File: src/rtl/est_pkg.sv
package est_pkg;
  localparam int NUM_EV = 4;
  localparam int PRE_W  = 5;
  localparam int SEEN_W = PRE_W + 1;

  localparam logic [3:0] ADDR_CTRL = 4'h0;
  localparam logic [3:0] ADDR_IEN  = 4'h1;
  localparam logic [3:0] ADDR_FLAG = 4'h2;
  localparam logic [3:0] ADDR_CLR  = 4'h3;
  localparam logic [3:0] ADDR_CNT  = 4'h4;

  localparam int BIT_GINT = 0;
  localparam int BIT_OVF  = 5;

  typedef struct packed {
    logic [3:0]       rst_after;
    logic [3:0]       fall_sel;
    logic [2:0]       rsv_hi;
    logic [PRE_W-1:0] prescale;
    logic [1:0]       rsv_lo;
    logic             rearm;
    logic [1:0]       wrap;
    logic             one_shot;
    logic             load_en;
    logic             run;
  } est_ctrl_t;

  // next slot index in the modulo sequence
  function automatic logic [1:0] seq_next(input logic [1:0] ptr, input logic [1:0] wrap);
    return (ptr == wrap) ? 2'd0 : ptr + 2'd1;
  endfunction

  // true when this qualifying edge is the one the prescaler lets through
  function automatic logic presc_due(input logic [SEEN_W-1:0] seen, input logic [PRE_W-1:0] div);
    logic [SEEN_W-1:0] lim;
    lim = {div, 1'b0} - SEEN_W'(1);
    return (div == '0) || (seen == lim);
  endfunction

  function automatic logic [31:0] pack_flags(input logic gint, input logic [3:0] ev, input logic ovf);
    return {26'd0, ovf, ev, gint};
  endfunction
endpackage

File: src/rtl/est_edge_sync.sv
module est_edge_sync #(
  parameter int STAGES = 2
) (
  input  logic clk,
  input  logic rst_n,
  input  logic d_in,
  output logic rise,
  output logic fall
);
  logic [STAGES-1:0] chain_q;
  logic              last_q;

  always_ff @(posedge clk or negedge rst_n) begin
    if (!rst_n) begin
      chain_q <= '0;
      last_q  <= 1'b0;
    end else begin
      chain_q <= {chain_q[STAGES-2:0], d_in};
      last_q  <= chain_q[STAGES-1];
    end
  end

  assign rise = chain_q[STAGES-1] & ~last_q;
  assign fall = ~chain_q[STAGES-1] & last_q;
endmodule

File: src/rtl/est_sequencer.sv
module est_sequencer
  import est_pkg::*;
(
  input  logic             clk,
  input  logic             rst_n,
  input  logic             rise,
  input  logic             fall,
  input  logic [3:0]       fall_sel,
  input  logic [1:0]       wrap,
  input  logic             one_shot,
  input  logic [PRE_W-1:0] prescale,
  input  logic             rearm,
  output logic             fire,
  output logic [NUM_EV-1:0] evt
);
  logic [1:0]        ptr_q;
  logic              stopped_q;
  logic [SEEN_W-1:0] seen_q;
  logic              pick;
  logic              qual;

  assign pick = fall_sel[ptr_q] ? fall : rise;
  assign qual = pick & ~stopped_q;
  assign fire = qual & presc_due(seen_q, prescale);

  always_comb begin
    evt = '0;
    if (fire) evt[ptr_q] = 1'b1;
  end

  always_ff @(posedge clk or negedge rst_n) begin
    if (!rst_n) begin
      ptr_q     <= 2'd0;
      stopped_q <= 1'b0;
      seen_q    <= '0;
    end else if (rearm) begin
      ptr_q     <= 2'd0;
      stopped_q <= 1'b0;
      seen_q    <= '0;
    end else if (fire) begin
      ptr_q  <= seq_next(ptr_q, wrap);
      seen_q <= '0;
      if (one_shot && (ptr_q == wrap)) stopped_q <= 1'b1;
    end else if (qual) begin
      seen_q <= seen_q + SEEN_W'(1);
    end
  end

  AST_ONESHOT_HALT: assert property (@(posedge clk) disable iff (!rst_n)
    (fire && one_shot && (ptr_q == wrap) && !rearm) |=> stopped_q);
  AST_WRAP_RETURN: assert property (@(posedge clk) disable iff (!rst_n)
    (fire && (ptr_q == wrap) && !rearm) |=> (ptr_q == 2'd0));
  AST_REARM_START: assert property (@(posedge clk) disable iff (!rst_n)
    rearm |=> (ptr_q == 2'd0) && !stopped_q);
endmodule

File: src/rtl/est_counter.sv
module est_counter #(
  parameter int CNT_W = 32
) (
  input  logic             clk,
  input  logic             rst_n,
  input  logic             run,
  input  logic             clr,
  output logic [CNT_W-1:0] cnt,
  output logic             wrap_pulse
);
  localparam logic [CNT_W-1:0] CNT_ONE = CNT_W'(1);
  logic [CNT_W-1:0] cnt_q;

  always_ff @(posedge clk or negedge rst_n) begin
    if (!rst_n)   cnt_q <= '0;
    else if (clr) cnt_q <= '0;
    else if (run) cnt_q <= cnt_q + CNT_ONE;
  end

  assign cnt        = cnt_q;
  assign wrap_pulse = run & ~clr & (&cnt_q);

  AST_CNT_FROZEN: assert property (@(posedge clk) disable iff (!rst_n)
    (!run && !clr) |=> $stable(cnt_q));
  AST_CNT_STEP: assert property (@(posedge clk) disable iff (!rst_n)
    (run && !clr) |=> (cnt_q == $past(cnt_q) + CNT_ONE));
  AST_CLR_ZERO: assert property (@(posedge clk) disable iff (!rst_n)
    clr |=> (cnt_q == '0));
  AST_WRAP_ZERO: assert property (@(posedge clk) disable iff (!rst_n)
    wrap_pulse |=> (cnt_q == '0));
endmodule

File: src/rtl/edge_stamp_timer.sv
module edge_stamp_timer
  import est_pkg::*;
#(
  parameter int CNT_W       = 32,
  parameter int SYNC_STAGES = 2
) (
  input  logic        clk,
  input  logic        rst_n,
  input  logic        sig_in,
  input  logic [3:0]  reg_addr,
  input  logic        reg_wr,
  input  logic [31:0] reg_wdata,
  output logic [31:0] reg_rdata,
  output logic        irq
);
  est_ctrl_t          ctrl_q;
  logic [5:1]         ien_q;
  logic [NUM_EV-1:0]  ev_flag_q;
  logic               ovf_flag_q;
  logic               gint_q;
  logic [CNT_W-1:0]   cap_q [NUM_EV];

  logic               rise, fall, fire, wrap_pulse, cnt_clr;
  logic [NUM_EV-1:0]  evt;
  logic [CNT_W-1:0]   cnt;
  logic               wr_ctrl, wr_ien, wr_clr, rearm;
  logic [5:0]         clr_bits;
  logic [5:1]         set_vec;

  assign wr_ctrl  = reg_wr && (reg_addr == ADDR_CTRL);
  assign wr_ien   = reg_wr && (reg_addr == ADDR_IEN);
  assign wr_clr   = reg_wr && (reg_addr == ADDR_CLR);
  assign rearm    = wr_ctrl && reg_wdata[5];
  assign clr_bits = wr_clr ? reg_wdata[5:0] : 6'd0;
  assign set_vec  = {wrap_pulse, evt};
  assign cnt_clr  = |(evt & ctrl_q.rst_after);

  est_edge_sync #(.STAGES(SYNC_STAGES)) u_sync (
    .clk(clk), .rst_n(rst_n), .d_in(sig_in), .rise(rise), .fall(fall)
  );

  est_sequencer u_seq (
    .clk(clk), .rst_n(rst_n), .rise(rise), .fall(fall),
    .fall_sel(ctrl_q.fall_sel), .wrap(ctrl_q.wrap), .one_shot(ctrl_q.one_shot),
    .prescale(ctrl_q.prescale), .rearm(rearm), .fire(fire), .evt(evt)
  );

  est_counter #(.CNT_W(CNT_W)) u_cnt (
    .clk(clk), .rst_n(rst_n), .run(ctrl_q.run), .clr(cnt_clr),
    .cnt(cnt), .wrap_pulse(wrap_pulse)
  );

  // configuration
  always_ff @(posedge clk or negedge rst_n) begin
    if (!rst_n) begin
      ctrl_q <= '0;
      ien_q  <= '0;
    end else begin
      if (wr_ctrl) begin
        ctrl_q        <= est_ctrl_t'(reg_wdata[23:0]);
        ctrl_q.rearm  <= 1'b0;
        ctrl_q.rsv_hi <= '0;
        ctrl_q.rsv_lo <= '0;
      end
      if (wr_ien) ien_q <= reg_wdata[5:1];
    end
  end

  // capture slots
  always_ff @(posedge clk or negedge rst_n) begin
    if (!rst_n) begin
      for (int k = 0; k < NUM_EV; k++) cap_q[k] <= '0;
    end else begin
      for (int k = 0; k < NUM_EV; k++)
        if (evt[k] && ctrl_q.load_en) cap_q[k] <= cnt;
    end
  end

  // sticky flags: a new set wins over a clear in the same cycle
  always_ff @(posedge clk or negedge rst_n) begin
    if (!rst_n) begin
      ev_flag_q  <= '0;
      ovf_flag_q <= 1'b0;
      gint_q     <= 1'b0;
    end else begin
      ev_flag_q  <= (ev_flag_q & ~clr_bits[4:1]) | evt;
      ovf_flag_q <= (ovf_flag_q & ~clr_bits[BIT_OVF]) | wrap_pulse;
      gint_q     <= (gint_q & ~clr_bits[BIT_GINT]) | (|(set_vec & ien_q));
    end
  end

  always_comb begin
    reg_rdata = '0;
    case (reg_addr)
      ADDR_CTRL: reg_rdata = {8'd0, ctrl_q};
      ADDR_IEN:  reg_rdata = {26'd0, ien_q, 1'b0};
      ADDR_FLAG: reg_rdata = pack_flags(gint_q, ev_flag_q, ovf_flag_q);
      ADDR_CNT:  reg_rdata = 32'(cnt);
      4'h8, 4'h9, 4'hA, 4'hB: reg_rdata = 32'(cap_q[reg_addr[1:0]]);
      default:   reg_rdata = '0;
    endcase
  end

  assign irq = gint_q;

  for (genvar k = 0; k < NUM_EV; k++) begin : g_chk
    AST_CAP_LOAD: assert property (@(posedge clk) disable iff (!rst_n)
      (evt[k] && ctrl_q.load_en) |=> (cap_q[k] == $past(cnt)));
    AST_CAP_HOLD: assert property (@(posedge clk) disable iff (!rst_n)
      !(evt[k] && ctrl_q.load_en) |=> $stable(cap_q[k]));
  end

  AST_IRQ_CAUSE: assert property (@(posedge clk) disable iff (!rst_n)
    (!gint_q && !(|(set_vec & ien_q))) |=> !gint_q);
  AST_IRQ_HOLD: assert property (@(posedge clk) disable iff (!rst_n)
    (gint_q && !clr_bits[BIT_GINT]) |=> gint_q);
  AST_OVF_STICKY: assert property (@(posedge clk) disable iff (!rst_n)
    wrap_pulse |=> ovf_flag_q);
endmodule

File: config.mk
export PLATFORM = sky130hd
export DESIGN_NAME = edge_stamp_timer
export DESIGN_NICKNAME = d
export VERILOG_FILES = /design/src/rtl/est_pkg.sv /design/src/rtl/est_edge_sync.sv /design/src/rtl/est_sequencer.sv /design/src/rtl/est_counter.sv /design/src/rtl/edge_stamp_timer.sv
export SDC_FILE = /design/constraint.sdc
export NUM_CORES = 1
export LEC_CHECK = 0
export BUFFER_PORTS_ARGS = -buffer_cell sky130_fd_sc_hd__buf_4
export CORE_AREA = 10 10 195 151
export DETAILED_ROUTE_END_ITERATION = 10
export DIE_AREA = 0 0 205 161
export SYNTH_ARGS = -nofsm -noshare
export SYNTH_HDL_FRONTEND = slang
export SYNTH_SLANG_ARGS = --single-unit
File: constraint.sdc
create_clock -name clk -period 7.6 [get_ports clk]
set_input_delay 0.38 -clock clk [delete_from_list [all_inputs] [get_ports clk]]
set_output_delay 0.38 -clock clk [all_outputs]
set_load 0.05 [all_outputs]
Word level (Yosys, flattened, before mapping)
Cells that the tools add are included.
{"block": "totals", "input_bits": 40, "reg_bits": 201, "elab_cells": 104}
{"block": "classes", "addsub": 4, "magnitude_cmp": 3, "mux": 22, "eq_ne": 10, "n_reduce_logical": 22, "bitwise": 22}
{"cell": "32-bit one-hot mux with 5 select lines", "n": 1}
{"cell": "32-bit 2-to-1 mux", "n": 4}
{"cell": "32-bit binary-select mux with 2-bit select", "n": 1}
{"cell": "32-bit by 1-bit adder with 32-bit output (second input constant)", "n": 1}
{"cell": "32-bit AND reduction", "n": 1}
{"cell": "6-bit 2-to-1 mux", "n": 4}
{"cell": "4-bit == test (second input constant)", "n": 4}
{"cell": "1-bit logical AND", "n": 10}
{"cell": "1-bit bitwise AND", "n": 8}
{"cell": "4-bit bitwise AND", "n": 2}
{"cell": "4-bit by 2-bit == test with 1-bit output (second input constant)", "n": 2}
{"cell": "4-bit OR reduction", "n": 2}
{"cell": "6-bit by 1-bit adder with 6-bit output (second input constant)", "n": 1}
{"cell": "6-bit == test", "n": 1}
{"cell": "1-bit 2-to-1 mux", "n": 6}
{"cell": "2-bit 2-to-1 mux", "n": 3}
{"cell": "1-bit NOT", "n": 6}
{"cell": "2-bit nonzero test", "n": 3}
{"cell": "6-bit by 1-bit subtractor with 6-bit output (second input constant)", "n": 1}
{"cell": "5-bit bitwise AND", "n": 1}
{"cell": "5-bit zero test", "n": 1}
{"cell": "5-bit OR reduction", "n": 1}
{"cell": "4-bit by 1-bit == test with 1-bit output (second input constant)", "n": 1}
{"cell": "4-bit by 3-bit == test with 1-bit output (second input constant)", "n": 1}
{"cell": "16 further kinds", "n": 17}

Longest topological paths before layout
{"block": "depth", "depth_word": 14, "depth_mapped": 10}

Modules after synthesis
A second synthesis with hierarchy kept.
{"block": "hier_totals", "hier_cells": 758, "area_unflattened_um2": 9922.0}
{"module": "edge_stamp_timer", "cells_each": 492, "area_per_inst_um2": 7335.8, "instances": 1}
{"module": "est_counter", "cells_each": 175, "area_per_inst_um2": 1662.8, "instances": 1}
{"module": "est_sequencer", "cells_each": 86, "area_per_inst_um2": 833.3, "instances": 1}
{"module": "est_edge_sync", "cells_each": 5, "area_per_inst_um2": 90.1, "instances": 1}

Worst setup path before layout
Ideal clock, no wire load.
{"block": "synth_timing", "path_kind": "in2out", "start": "in reg_addr[0]", "end": "out reg_rdata[10]", "setup_slack_ns": 5.055, "cell_stages": 5, "arrival_time_ns": 2.165, "path_cell_list": "buf_2 > buf_1 > mux4_2 > a222oi_1 > inv_1"}
{"block": "synth_via", "elab_chain_len": 5, "word_cells_on_any_way": 14, "cone_classes": "eq/ne (7); mux (4); bitwise (1); reduce/logical (2)"}
{"element": "start: declaration", "line": "edge_stamp_timer.sv:10", "text": "input logic [3:0] reg_addr,"}
{"element": "2-bit NOT with 3-bit output (not written as such)", "line": "edge_stamp_timer.sv:99", "text": "4'h8, 4'h9, 4'hA, 4'hB: reg_rdata = 32'(cap_q[reg_addr[1:0]]);"}
{"element": "32-bit binary-select mux with 2-bit select", "line": "edge_stamp_timer.sv:99"}
{"element": "32-bit 2-to-1 mux (not written as such) (2 in a row)", "line": "edge_stamp_timer.sv:99"}
{"element": "32-bit one-hot mux with 5 select lines *", "line": "edge_stamp_timer.sv:94", "text": "case (reg_addr)"}
{"element": "end: declaration", "line": "edge_stamp_timer.sv:13", "text": "output logic [31:0] reg_rdata,"}
Every way passes the cells marked *; elsewhere a longest branch is shown, timed or not. The select of a mux whose other input is x is not followed.

Final worst setup path
{"block": "layout_timing", "start": "reg ctrl_q[8] in the netlist's numbering", "end": "reg cap_q[96] in the netlist's numbering"}
{"block": "layout_via", "elab_chain_len": 6, "word_cells_on_any_way": 7, "cone_classes": "add/sub (1); eq/ne (1); mux (1); bitwise (1); reduce/logical (3)"}
{"element": "start: declaration", "line": "edge_stamp_timer.sv:16", "text": "est_ctrl_t ctrl_q;"}
{"element": "start signal: assignment", "line": "edge_stamp_timer.sv:60", "text": "ctrl_q <= est_ctrl_t'(reg_wdata[23:0]);"}
{"element": "6-bit by 1-bit subtractor with 6-bit output", "line": "est_pkg.sv:36", "text": "lim = {div, 1'b0} - SEEN_W'(1);"}
{"element": "6-bit == test", "line": "est_pkg.sv:37", "text": "return (div == '0) || (seen == lim);"}
{"element": "1-bit logical OR *", "line": "est_pkg.sv:37"}
{"element": "1-bit bitwise AND *", "line": "est_sequencer.sv:24", "text": "assign fire = qual & presc_due(seen_q, prescale);"}
{"element": "4-bit 2-to-1 mux *", "line": "est_sequencer.sv:28", "text": "if (fire) evt[ptr_q] = 1'b1;"}
{"element": "1-bit logical AND *", "line": "edge_stamp_timer.sv:75", "text": "if (evt[k] && ctrl_q.load_en) cap_q[k] <= cnt;"}
{"element": "end signal: indexed assignment", "line": "edge_stamp_timer.sv:75"}
{"element": "end: declaration", "line": "edge_stamp_timer.sv:21", "text": "logic [CNT_W-1:0] cap_q [NUM_EV];"}
Every way passes the cells marked *; elsewhere a longest branch is shown, timed or not.
A chain may end at the register's enable or synchronous reset.

==> impl_summary.log <==
INFO  metric period_share = 0.419
INFO  metric insertion_delay = 0.49 ns
INFO  metric fp.coreArea = 25600 µm²
INFO  metric io_buffers = 59
INFO  metric top_flip_flop_cell_by_instance_count_after_synthesis = sky130_fd_sc_hd__dfrtp_1
INFO  metric via_count = 5949
INFO  metric yosysWarnings = 0
INFO  metric cts_root_buf = sky130_fd_sc_hd__clkbuf_16
INFO  metric crit_family = simple AND/OR/NAND/NOR gates
INFO  metric initial_core_util = 0.386
INFO  metric area_delta_synth_final = 13.0%
INFO  metric worst_pin_slew = roughly 1.1 ns
INFO  metric critical_path_buf_inv_count = 1
INFO  metric cts_post_setup_buffers_inserted = 0
INFO  metric n_antenna_cell = 0
INFO  metric async_flop_share = 1.00
INFO  metric cts_made_buffers = 21
INFO  metric route.detailed.vias_per_inst = 5.33
INFO  metric finalSetupTns = 0 ns
INFO  metric total_power = ~0.0026 W
INFO  metric postSynthAreaPerCell = approximately 14 µm²
INFO  metric run_status = complete, no violations
INFO  metric post-synth-top-area-fraction = 0.510
INFO  metric max_transition_margin = 0.273
INFO  metric pin_count = 73
INFO  metric antenna_found_initial = 0
INFO  metric finalMaxSlewViolations = 0
INFO  metric chipWidth = 205 µm
INFO  metric grt_start_max_net_pins = 79
INFO  metric fin_nets = 806
INFO  metric critical_path.cell_chain = inv_1 > ha_1 > or3b_1 > a21o_1 > a211oi_2 > o21a_4 > and3_4 > mux2_2
INFO  metric clock_sinks = approximately 200
INFO  metric post_route_cells_drive_above_1_share = 0.380
INFO  metric finalWirelength = 23100 µm
INFO  metric cp-start-kind = flip-flop
INFO  metric fp.dieH = 161 µm
INFO  metric layout_min_cycle_time = about 3.2 ns
INFO  metric r2r_cells = 8
INFO  metric setup_violations = 0
INFO  metric place.gp.congestion = 0.782
INFO  metric tritoncts = built
INFO  metric synth_nets = between 700 and 800
INFO  metric cp_required = 7.97 ns
INFO  metric grt_pass1_vias = 6050
INFO  metric synthCells = 729
INFO  metric crit_path_max_fanout = 32
INFO  metric worstReg2RegEnd = cap_q[96]
INFO  metric fmax = between 300 and 400 MHz
INFO  metric total_die_area = 33000 µm²
INFO  metric synthMostInstantiatedCell = sky130_fd_sc_hd__dfrtp_1
INFO  metric synth_top_cells_by_area = sky130_fd_sc_hd__dfrtp_1, sky130_fd_sc_hd__mux2_2, sky130_fd_sc_hd__mux2_4
INFO  metric yosys.cell_types.count = 48
INFO  metric drt_drc_violations_left = 0
INFO  metric postSynthRegisterBits = 201
INFO  metric synth_enable_flop_cells = 0
INFO  metric ff2ff_setup_slack = 4.42 ns
INFO  metric timing.max_cap.violations = 0
INFO  metric overflow = 0
INFO  metric slowest_delay = 0.72 ns
INFO  metric cts_max_level = 1
INFO  metric worst_min_delay_path_category = input port to flip-flop
INFO  metric power.leakage = 5.27 nW
INFO  metric worst_hold_path.endpoint = ctrl_q[23]
INFO  metric worst-setup-path-type = flip-flop to flip-flop
INFO  metric drtIter0Drc = 508
INFO  metric clk_pin_slew_worst_paths = 0.06 ns
INFO  metric grt.total_usage = 0.139
INFO  metric synth_sequential_area_ratio = 0.510
INFO  metric largest_area_contributor_in_the_synthesized_netlist = sky130_fd_sc_hd__dfrtp_1
INFO  metric launch_point_of_the_worst_reg_to_reg_path = ctrl_q[8]
INFO  metric clock_skew = 0.00584 ns
INFO  metric holdWs = 0.121 ns
INFO  metric grt_pass1_wl = about 37000 µm
INFO  metric detail_route.first_pass.iterations = 5
INFO  metric worst_path_max_delay_cell = sky130_fd_sc_hd__and3_4
INFO  metric power_density_of_the_placed_cells = about 230 nW/µm²
INFO  metric hold_path_startpoint = reg_wdata[23]
INFO  metric min_delay_path_depth = 2
INFO  metric std_cell_rows = 51
INFO  metric post_cts.resized_instances = 0
INFO  metric synth_commonest_cells = sky130_fd_sc_hd__dfrtp_1, sky130_fd_sc_hd__mux2_2, sky130_fd_sc_hd__mux2_4
INFO  metric route.detailed.wl_per_inst = 20.7 µm
INFO  metric peak_ir_drop_on_the_vdd_network = 0.000149 V
INFO  metric finalHoldViolCount = 0
INFO  metric cts_max_path_buffers = 3
INFO  metric crit_end_category = flip-flop
INFO  metric postRouteAntennaNets = 0
INFO  metric timing.critical_path.depth = 8
INFO  metric rsz0062_at_grt = false
INFO  metric synth.cell_area = 9870 µm²
INFO  metric dp_hpwl = 14200 µm
INFO  metric critPathArrivalTime = 3.55 ns
repair_timing:
action | in CTS | in global routing
hold buffers | 2 | 0
endpoints found under the hold margin | 48 | 0
setup endpoints to repair | 0 | 0
routing by layer:
layer,up-vias,wire length (µm),share of wire,GRT usage
met5,-,0,0,0
met3,23,1740,0.075,0.0314
met1,3069,11200,0.48,0.212
met4,0,315,0.014,0.0220
li1,2692,-,-,-
met2,165,9850,0.43,0.198
worst max path at each step:
| stage | from | to |
|---|---|---|
| floorplan | reg_addr[0] | reg_rdata[10] |
| global placement | ctrl_q[8] | cap_q[96] |
| detailed placement | ctrl_q[8] | cap_q[63] |
| CTS | ctrl_q[8] | cap_q[63] |
| global route | ctrl_q[8] | cap_q[97] |
| finish | ctrl_q[8] | cap_q[96] |
sequential cells by signal (all words and copies together), names as in the netlist:
| signal | count |
|---|---|
| ovf_flag_q | 1 |
| ev_flag_q | 4 |
| u_sync.last_q | 1 |
| u_seq.ptr_q | 2 |
| u_sync.chain_q | 2 |
| ien_q | 5 |
| u_seq.seen_q | 6 |
| irq | 1 |
| u_seq.stopped_q | 1 |
| ctrl_q | 18 |
| u_cnt.cnt | 32 |
| cap_q | 128 |
worst reg2reg max path, cell delays in order, from the launching register on:
cell and delay (ns):
sky130_fd_sc_hd__dfrtp_1 0.46, sky130_fd_sc_hd__inv_1 0.09, sky130_fd_sc_hd__ha_1 0.20, sky130_fd_sc_hd__or3b_1 0.40, sky130_fd_sc_hd__a21o_1 0.20, sky130_fd_sc_hd__a211oi_2 0.28, sky130_fd_sc_hd__o21a_4 0.28, sky130_fd_sc_hd__and3_4 0.72
sky130_fd_sc_hd__mux2_2 0.43
logic make-up (layout without fill, tap and decap cells):
group,Yosys count,after routing,synth area share
AO/OA/AOI/OAI,52,52,0.0459
XOR/XNOR,42,42,0.0387
adder cells (fa/ha/maj),7,7,0.00888
buffers and inverters,86,129,0.0411
flip-flops,201,201,0.510
multiplexers,187,187,0.274
AND/OR/NAND/NOR,154,154,0.0815
area by class of cell:
cell class / instances / area, µm²
fillers: 2378 / 14400
flip-flops and latches: 201 / 5030
multi-input cells: 442 / 4450
clock buffers: 33 / 601
repair buffers: 70 / 537
well taps: 344 / 430
inverters: 23 / 86.3
clock inverters: 3 / 15.0
power breakdown:
group / internal, W / leakage, nW / switching [W]
combinational: 0.000173 / 2.23 / 0.000200
sequential: 0.00116 / 2.73 / 0.000134
clock: 0.000540 / 0.303 / 0.000412
metrics by stage:
step | cells | worst slack (ns) | area, µm² | util
finish | 1116 | 4.42 | 11200 | 0.436
CTS | 1116 | 4.39 | 11200 | 0.436
global route | 1116 | 4.28 | 11200 | 0.436
global placement | 1078 | 4.45 | 10500 | 0.411
floorplan | 729 | 5.05 | 9870 | -
detailed placement | 1078 | 4.44 | 10500 | 0.411
placed cells by master, fill, tap and decap left out, drive strengths merged, types with 2 or more instances in the layout:
master / instances
nor3: 6
nor4: 4
a22oi: 5
o21ai: 3
xor2: 21
mux2i: 2
nor2: 53
mux4: 33
mux2: 152
and3: 6
buf: 67
dlygate4sd3: 2
dfrtp: 201
a21oi: 3
clkinv: 3
nor4b: 2
a22o: 18
clkbuf: 34
nor2b: 2
ha: 7
nor3b: 2
xnor2: 20
nand2: 34
and4: 5
nand4: 14
a222oi: 17
nand3: 20
or2: 2
inv: 23
Note: power is estimated with default switching activity, not from simulation.
